==> src/rtl/scg_pkg.sv <==
package scg_pkg;

  typedef enum logic [1:0] {
    DIR_HOLD = 2'd0,
    DIR_UP   = 2'd1,
    DIR_DOWN = 2'd2
  } gain_dir_e;

  // +1 when consecutive signs agree, -1 when they alternate
  function automatic int corr_vote(input logic mismatch);
    return mismatch ? -1 : 1;
  endfunction

  // decision from a closed window tally
  function automatic gain_dir_e judge(input int total, input int thresh);
    if (total >= thresh)  return DIR_UP;
    if (total <= -thresh) return DIR_DOWN;
    return DIR_HOLD;
  endfunction

  // saturating single step
  function automatic int sat_move(input int g, input gain_dir_e d,
                                  input int step, input int lo, input int hi);
    int r;
    r = g;
    if (d == DIR_UP)        r = (g + step > hi) ? hi : g + step;
    else if (d == DIR_DOWN) r = (g - step < lo) ? lo : g - step;
    return r;
  endfunction

endpackage

==> src/rtl/scg_corr.sv <==
module scg_corr (
  input  logic clk,
  input  logic rst_n,
  input  logic take,
  input  logic err_sign,
  output logic mismatch
);
  logic prev_q;

  always_ff @(posedge clk or negedge rst_n) begin
    if (!rst_n)    prev_q <= 1'b0;
    else if (take) prev_q <= err_sign;
  end

  assign mismatch = err_sign ^ prev_q;

  AST_HIST_HOLD: assert property (@(posedge clk) disable iff (!rst_n)
    !take |=> prev_q == $past(prev_q));
endmodule

==> src/rtl/scg_window.sv <==
module scg_window #(
  parameter int WINDOW = 40,
  parameter int CNT_W  = 6,
  parameter int ACC_W  = 7
) (
  input  logic                    clk,
  input  logic                    rst_n,
  input  logic                    take,
  input  logic                    mismatch,
  output logic                    win_last,
  output logic signed [ACC_W-1:0] win_total
);
  import scg_pkg::*;

  logic [CNT_W-1:0]        cnt_q;
  logic signed [ACC_W-1:0] acc_q;
  logic signed [ACC_W-1:0] vote;

  assign vote      = ACC_W'(corr_vote(mismatch));
  assign win_total = acc_q + vote;
  assign win_last  = take && (cnt_q == CNT_W'(WINDOW - 1));

  always_ff @(posedge clk or negedge rst_n) begin
    if (!rst_n) begin
      cnt_q <= '0;
      acc_q <= '0;
    end else if (win_last) begin
      cnt_q <= '0;
      acc_q <= '0;
    end else if (take) begin
      cnt_q <= cnt_q + 1'b1;
      acc_q <= win_total;
    end
  end

  AST_WCNT_RANGE: assert property (@(posedge clk) disable iff (!rst_n)
    int'(cnt_q) < WINDOW);
  AST_ACC_BOUND: assert property (@(posedge clk) disable iff (!rst_n)
    (int'(acc_q) <= int'(cnt_q)) && (int'(acc_q) >= -int'(cnt_q)));
  AST_IDLE_HOLD: assert property (@(posedge clk) disable iff (!rst_n)
    !take |=> (cnt_q == $past(cnt_q)) && (acc_q == $past(acc_q)));
endmodule

==> src/rtl/scg_gain.sv <==
module scg_gain #(
  parameter int GAIN_W    = 10,
  parameter int GAIN_MIN  = 16,
  parameter int GAIN_MAX  = 1000,
  parameter int GAIN_INIT = 512,
  parameter int STEP      = 1,
  parameter int THRESH    = 8,
  parameter int ACC_W     = 7
) (
  input  logic                    clk,
  input  logic                    rst_n,
  input  logic                    win_last,
  input  logic signed [ACC_W-1:0] win_total,
  output logic [GAIN_W-1:0]       gain,
  output logic                    upd_stb
);
  import scg_pkg::*;

  gain_dir_e         dir;
  logic [GAIN_W-1:0] gain_nxt;
  logic [GAIN_W-1:0] gain_q;
  logic              stb_q;

  assign dir      = judge(int'(win_total), THRESH);
  assign gain_nxt = GAIN_W'(sat_move(int'(gain_q), dir, STEP, GAIN_MIN, GAIN_MAX));

  always_ff @(posedge clk or negedge rst_n) begin
    if (!rst_n) begin
      gain_q <= GAIN_W'(GAIN_INIT);
      stb_q  <= 1'b0;
    end else begin
      stb_q <= win_last;
      if (win_last) gain_q <= gain_nxt;
    end
  end

  assign gain    = gain_q;
  assign upd_stb = stb_q;

  AST_GAIN_BOUNDS: assert property (@(posedge clk) disable iff (!rst_n)
    (int'(gain_q) >= GAIN_MIN) && (int'(gain_q) <= GAIN_MAX));
  AST_GAIN_ONLY_ON_STB: assert property (@(posedge clk) disable iff (!rst_n)
    (gain_q != $past(gain_q)) |-> stb_q);
  AST_STB_PULSE: assert property (@(posedge clk) disable iff (!rst_n)
    stb_q |=> !stb_q);
  AST_STEP_SIZE: assert property (@(posedge clk) disable iff (!rst_n)
    stb_q |-> (int'(gain_q) == int'($past(gain_q))) ||
              (int'(gain_q) == int'($past(gain_q)) + STEP) ||
              (int'(gain_q) == int'($past(gain_q)) - STEP));
endmodule

==> src/rtl/sign_corr_gain_servo.sv <==
module sign_corr_gain_servo #(
  parameter int ERR_W     = 8,
  parameter int GAIN_W    = 10,
  parameter int WINDOW    = 40,
  parameter int THRESH    = 8,
  parameter int STEP      = 1,
  parameter int GAIN_MIN  = 16,
  parameter int GAIN_MAX  = 1000,
  parameter int GAIN_INIT = 512
) (
  input  logic              clk,
  input  logic              rst_n,
  input  logic              en,
  input  logic              smp_vld,
  input  logic [ERR_W-1:0]  err_smp,
  output logic [GAIN_W-1:0] gain,
  output logic              upd_stb
);
  localparam int CNT_W = (WINDOW > 2) ? $clog2(WINDOW) : 1;
  localparam int ACC_W = $clog2(WINDOW + 1) + 1;

  logic                    take;
  logic                    err_sign;
  logic                    mismatch;
  logic                    win_last;
  logic signed [ACC_W-1:0] win_total;

  assign take     = en & smp_vld;
  assign err_sign = err_smp[ERR_W-1];

  generate
    if (ERR_W > 1) begin : g_low
      logic unused_low;
      assign unused_low = ^err_smp[ERR_W-2:0];
    end
  endgenerate

  scg_corr u_corr (
    .clk      (clk),
    .rst_n    (rst_n),
    .take     (take),
    .err_sign (err_sign),
    .mismatch (mismatch)
  );

  scg_window #(.WINDOW(WINDOW), .CNT_W(CNT_W), .ACC_W(ACC_W)) u_window (
    .clk       (clk),
    .rst_n     (rst_n),
    .take      (take),
    .mismatch  (mismatch),
    .win_last  (win_last),
    .win_total (win_total)
  );

  scg_gain #(
    .GAIN_W(GAIN_W), .GAIN_MIN(GAIN_MIN), .GAIN_MAX(GAIN_MAX),
    .GAIN_INIT(GAIN_INIT), .STEP(STEP), .THRESH(THRESH), .ACC_W(ACC_W)
  ) u_gain (
    .clk       (clk),
    .rst_n     (rst_n),
    .win_last  (win_last),
    .win_total (win_total),
    .gain      (gain),
    .upd_stb   (upd_stb)
  );

  AST_STB_AFTER_TAKE: assert property (@(posedge clk) disable iff (!rst_n)
    upd_stb |-> $past(en && smp_vld));
endmodule

==> config.mk <==
export PLATFORM = sky130hd
export DESIGN_NAME = sign_corr_gain_servo
export DESIGN_NICKNAME = d
export VERILOG_FILES = /design/src/rtl/scg_pkg.sv /design/src/rtl/scg_corr.sv /design/src/rtl/scg_window.sv /design/src/rtl/scg_gain.sv /design/src/rtl/sign_corr_gain_servo.sv
export SDC_FILE = /design/constraint.sdc
export NUM_CORES = 1
export LEC_CHECK = 0
export BUFFER_PORTS_ARGS = -buffer_cell sky130_fd_sc_hd__buf_2
export CAP_MARGIN = 10
export CORE_MARGIN = 2
export CORE_UTILIZATION = 58
export DETAILED_ROUTE_END_ITERATION = 10
export PLACE_DENSITY = 0.8
export SLEW_MARGIN = 40
export SYNTH_ARGS = -nofsm -noshare
export SYNTH_HDL_FRONTEND = slang
export SYNTH_SLANG_ARGS = --single-unit
==> constraint.sdc <==
create_clock -name clk -period 3.9 [get_ports clk]
set_clock_uncertainty 0.05 [all_clocks]
set_input_delay 0.39 -clock clk [delete_from_list [all_inputs] [get_ports clk]]
set_output_delay 0.39 -clock clk [all_outputs]
set_load 0.03 [all_outputs]
==> flow_metrics.py <==
metrics = {
    "status": {
        "status": "finished clean",
    },
    "global_route": {
        "grt_max_degree": 26,
        "overflow": 0,
        "antenna_found_initial": 0,
        "grt_pass1_vias": 1444,
        "grt_pass1_wl_um": 6541,
        "grt_use_total_pct": 23.01,
    },
    "synthesis": {
        "synthCells": 217,
        "synthMostInstantiatedCell": "nand2_1",
        "yosys.area_share.simple_pct": 21.94,
        "synth_area_sq_mm": 0.001904,
        "synth_flop_cell": "dfrtp_1",
        "synth_top_area_share_pct": 31.54,
        "synth_top_family_by_area": "compound AO/OA/AOI/OAI gates",
        "synthAdderAreaFrac_pct": 6.965,
        "yosysUniqueCellTypes": 61,
        "synth_xor_area_share_pct": 4.599,
        "syn_area_per_cell_sq_um": 8.776,
        "synthMuxAreaShare_pct": 1.051,
        "synth-compound-area-share_pct": 27.73,
        "synthTopCellsByCount": "28 x nand2_1, 24 x dfrtp_1, 16 x nor2_1",
        "yosysWarnings": 0,
        "yosysSeqAreaShare_pct": 32.92,
        "syn_nets": 239,
        "synth_area_leaders": "dfrtp_1 32%, ha_1 5.9%, nand2_1 5.5%, nor2_1 3.2%, o21ai_0 2.9%",
        "synth-edff-count": 0,
        "ys_ff_latch": 25,
        "synth_area_leader_cell": "dfrtp_1",
        "synthArstFlopShare_pct": 100.0,
    },
    "sta": {
        "maxSlewHeadroom_pct": 60.66,
        "grt_setup_unrepaired": "false",
        "setup_viol": 0,
        "worstMarginPinSlew_ns": 0.5889,
        "fin_crit_ns": 3.050,
        "timing_hold_violations_final": 0,
        "max_freq_mhz": 327.9,
        "whs_ns": 0.2205,
        "final-max-slew-violation-count": 0,
        "fin_crit_sh_pct": 78.20,
        "finalSetupTns_ns": 0,
    },
    "finish": {
        "n_antenna_cell": 0,
        "drive_gt1_share_pct": 17.03,
        "fill_cells": 270,
        "final_util_pct": 66.26,
        "finalInstanceArea_sq_mm": 0.002039,
        "fin_nets": 252,
        "area_growth_pct": 7.096,
    },
    "clock_tree": {
        "clk_latency_ns": 0.33,
        "cts_resized": 0,
        "postCtsHoldBufs": 1,
        "htreeDepth": 1,
        "path_clk_slew_ns": 0.16,
        "cts.sinks": 25,
        "post-cts-setup-buffers": 0,
        "cts-root-buf": "clkbuf_4",
        "numCtsBuffers": 3,
        "cts_tree": "done",
        "clock_path_buffers": 2,
    },
    "critical_path": {
        "path_class": "flip-flop to flip-flop",
        "required_ns": 4.11,
        "cp-end-kind": "flip-flop",
        "critPathMaxFanout": 14,
        "startpoint_type": "flip-flop",
        "arrival_ns": 3.26,
        "reg2reg_depth": 10,
    },
    "power": {
        "switchingPower_mw": 0.5489,
        "p_leak_nw": 0.8415,
        "internal_power_mw": 0.6344,
        "pwr-share-seq_pct": 30.2,
        "vdd_drop_max_mv": 0.3906,
        "p_per_area_mw_per_mm2": 580.2,
        "combPwrFrac_pct": 58.8,
        "pwr-share-clk_pct": 11.0,
        "switching_share_pct": 46.39,
    },
    "floorplanning": {
        "io_pins": 23,
        "die_width_um": 61.30,
        "die_h_um": 61.30,
        "core_area_sq_mm": 0.003078,
        "fp-row-count": 20,
        "dieArea_sq_mm": 0.003758,
        "initial_core_util_pct": 61.87,
    },
    "min_path": {
        "hp-class": "input port to flip-flop",
        "min_path_cells": 3,
    },
    "route": {
        "wl_met3_um": 202,
        "wl_met1_um": 1901,
        "drt_wl_total_um": 3785,
        "firstDrtPassIters": 4,
        "met2_length_um": 1672,
        "first_iter_violations": 132,
        "route.vias.total": 1641,
        "topRoutingLayerUsed": "met4",
        "ant_nets": 0,
        "post_drt_wl_per_cell_um": 13.86,
        "route.detailed.drc": 0,
        "via_per_inst": 6.011,
    },
    "placed_design": {
        "dp.final_hpwl_um": 2792,
        "post_dp_cell_area_sq_mm": 0.001992,
        "gp_congestion": 0.8464,
        "port_buffers": 15,
    },
    "job": {
        "maxCapViolCount": 0,
    },
}
-- metrics by stage --
stage               worst slack [ns]  instances  power (mW)
global route                  0.6434        273       1.287
global placement              0.8555        268       1.038
CTS                           0.8661        273       1.185
detailed placement            0.8310        268       1.050
finish                        0.8502        273       1.183
floorplan                      1.163        217      0.9333
-- power groups by stage --
stage	clock network (mW)	registers [mW]	logic, mW
after CTS	0.134	0.357	0.693
after global routing	0.143	0.367	0.777
after detailed placement	0	0.362	0.688
after global placement	0	0.360	0.678
final	0.130	0.358	0.696
after floorplan	0	0.352	0.581
-- flip-flops by register name (all words and copies together) (netlist names) --
signal and count:
u_gain.gain 10, u_window.acc_q 7, u_window.cnt_q 6, u_corr.prev_q 1
u_gain.upd_stb 1
-- final cells by class --
cell class | instances | area (sq um) | share of cell area [%]
Sequential cell | 25 | 626.9 | 30.74
Multi-Input combinational cell | 174 | 1192 | 58.47
Clock buffer | 3 | 22.52 | 1.104
Timing Repair Buffer | 19 | 107.6 | 5.276
Clock inverter | 1 | 8.758 | 0.4294
Inverter | 7 | 26.28 | 1.288
Tap cell | 44 | 55.05 | 2.699
-- final timing paths --
check / start / to / slack, ns
worst min register to register: u_window.acc_q[3]$_DFFE_PN0P_ / u_window.acc_q[3]$_DFFE_PN0P_ / 0.46
worst min-delay path: err_smp[7] / u_corr.prev_q$_DFFE_PN0P_ / 0.22
max in group asynchronous: rst_n / u_gain.gain[9]$_DFFE_PN1P_ / 2.92
worst max-delay path: u_corr.prev_q$_DFFE_PN0P_ / u_gain.gain[9]$_DFFE_PN1P_ / 0.85
worst max register to register: u_corr.prev_q$_DFFE_PN0P_ / u_gain.gain[9]$_DFFE_PN1P_ / 0.85
min in group asynchronous: rst_n / u_window.cnt_q[2]$_DFFE_PN0P_ / 0.49
-- worst max-delay path: stages (launching register included) --
cell and delay [ns]:
dfrtp_1 0.42, xor2_1 0.17, buf_4 0.17, fa_1 0.41, a211oi_2 0.30, o21ai_0 0.17
and3_1 0.24, o22ai_4 0.41, nand2_4 0.12, o32a_1 0.35, o22ai_1 0.16
-- routing by layer --
| layer | vias to the layer above | track usage, % |
|---|---|---|
| li1 | 834 | - |
| met2 | 45 | 35.71 |
| met5 | - | 0 |
| met1 | 760 | 34.21 |
| met3 | 2 | 3.361 |
| met4 | 0 | 4.658 |
-- cell families (layout without fill, tap and decap cells) --
logic type | count (synthesis) | in the layout
simple gates | 80 | 80
compound gates | 72 | 72
flops | 25 | 25
buf+inv | 18 | 30
fa+ha+maj | 10 | 10
xor+xnor | 10 | 10
mux | 2 | 2
-- layout by cell type, fill, tap and decap left out, types with 2 or more instances in the layout --
| cell | n |
|---|---|
| a31oi_1 | 3 |
| a211oi_2 | 2 |
| nand3_1 | 5 |
| nor4_1 | 3 |
| o32a_1 | 2 |
| xor2_1 | 4 |
| xnor2_1 | 6 |
| or2_2 | 2 |
| ha_1 | 9 |
| nand4_1 | 3 |
| nand2b_1 | 2 |
| o21bai_1 | 4 |
| clkbuf_4 | 3 |
| buf_2 | 15 |
| a21oi_1 | 9 |
| nor4_2 | 2 |
| o22ai_1 | 5 |
| or3_1 | 2 |
| o21ai_0 | 11 |
| nor2_1 | 16 |
| dfrtp_1 | 24 |
| nand3b_1 | 2 |
| a21oi_2 | 2 |
| nand2_1 | 28 |
| inv_1 | 7 |
| o22a_1 | 2 |
| o2bb2ai_1 | 3 |
| buf_4 | 3 |
| mux2i_1 | 2 |
| a211oi_1 | 6 |
| o31ai_1 | 4 |
| o21ai_1 | 5 |
| nor3_1 | 4 |
No activity file was read; power rests on OpenSTA's default activity.
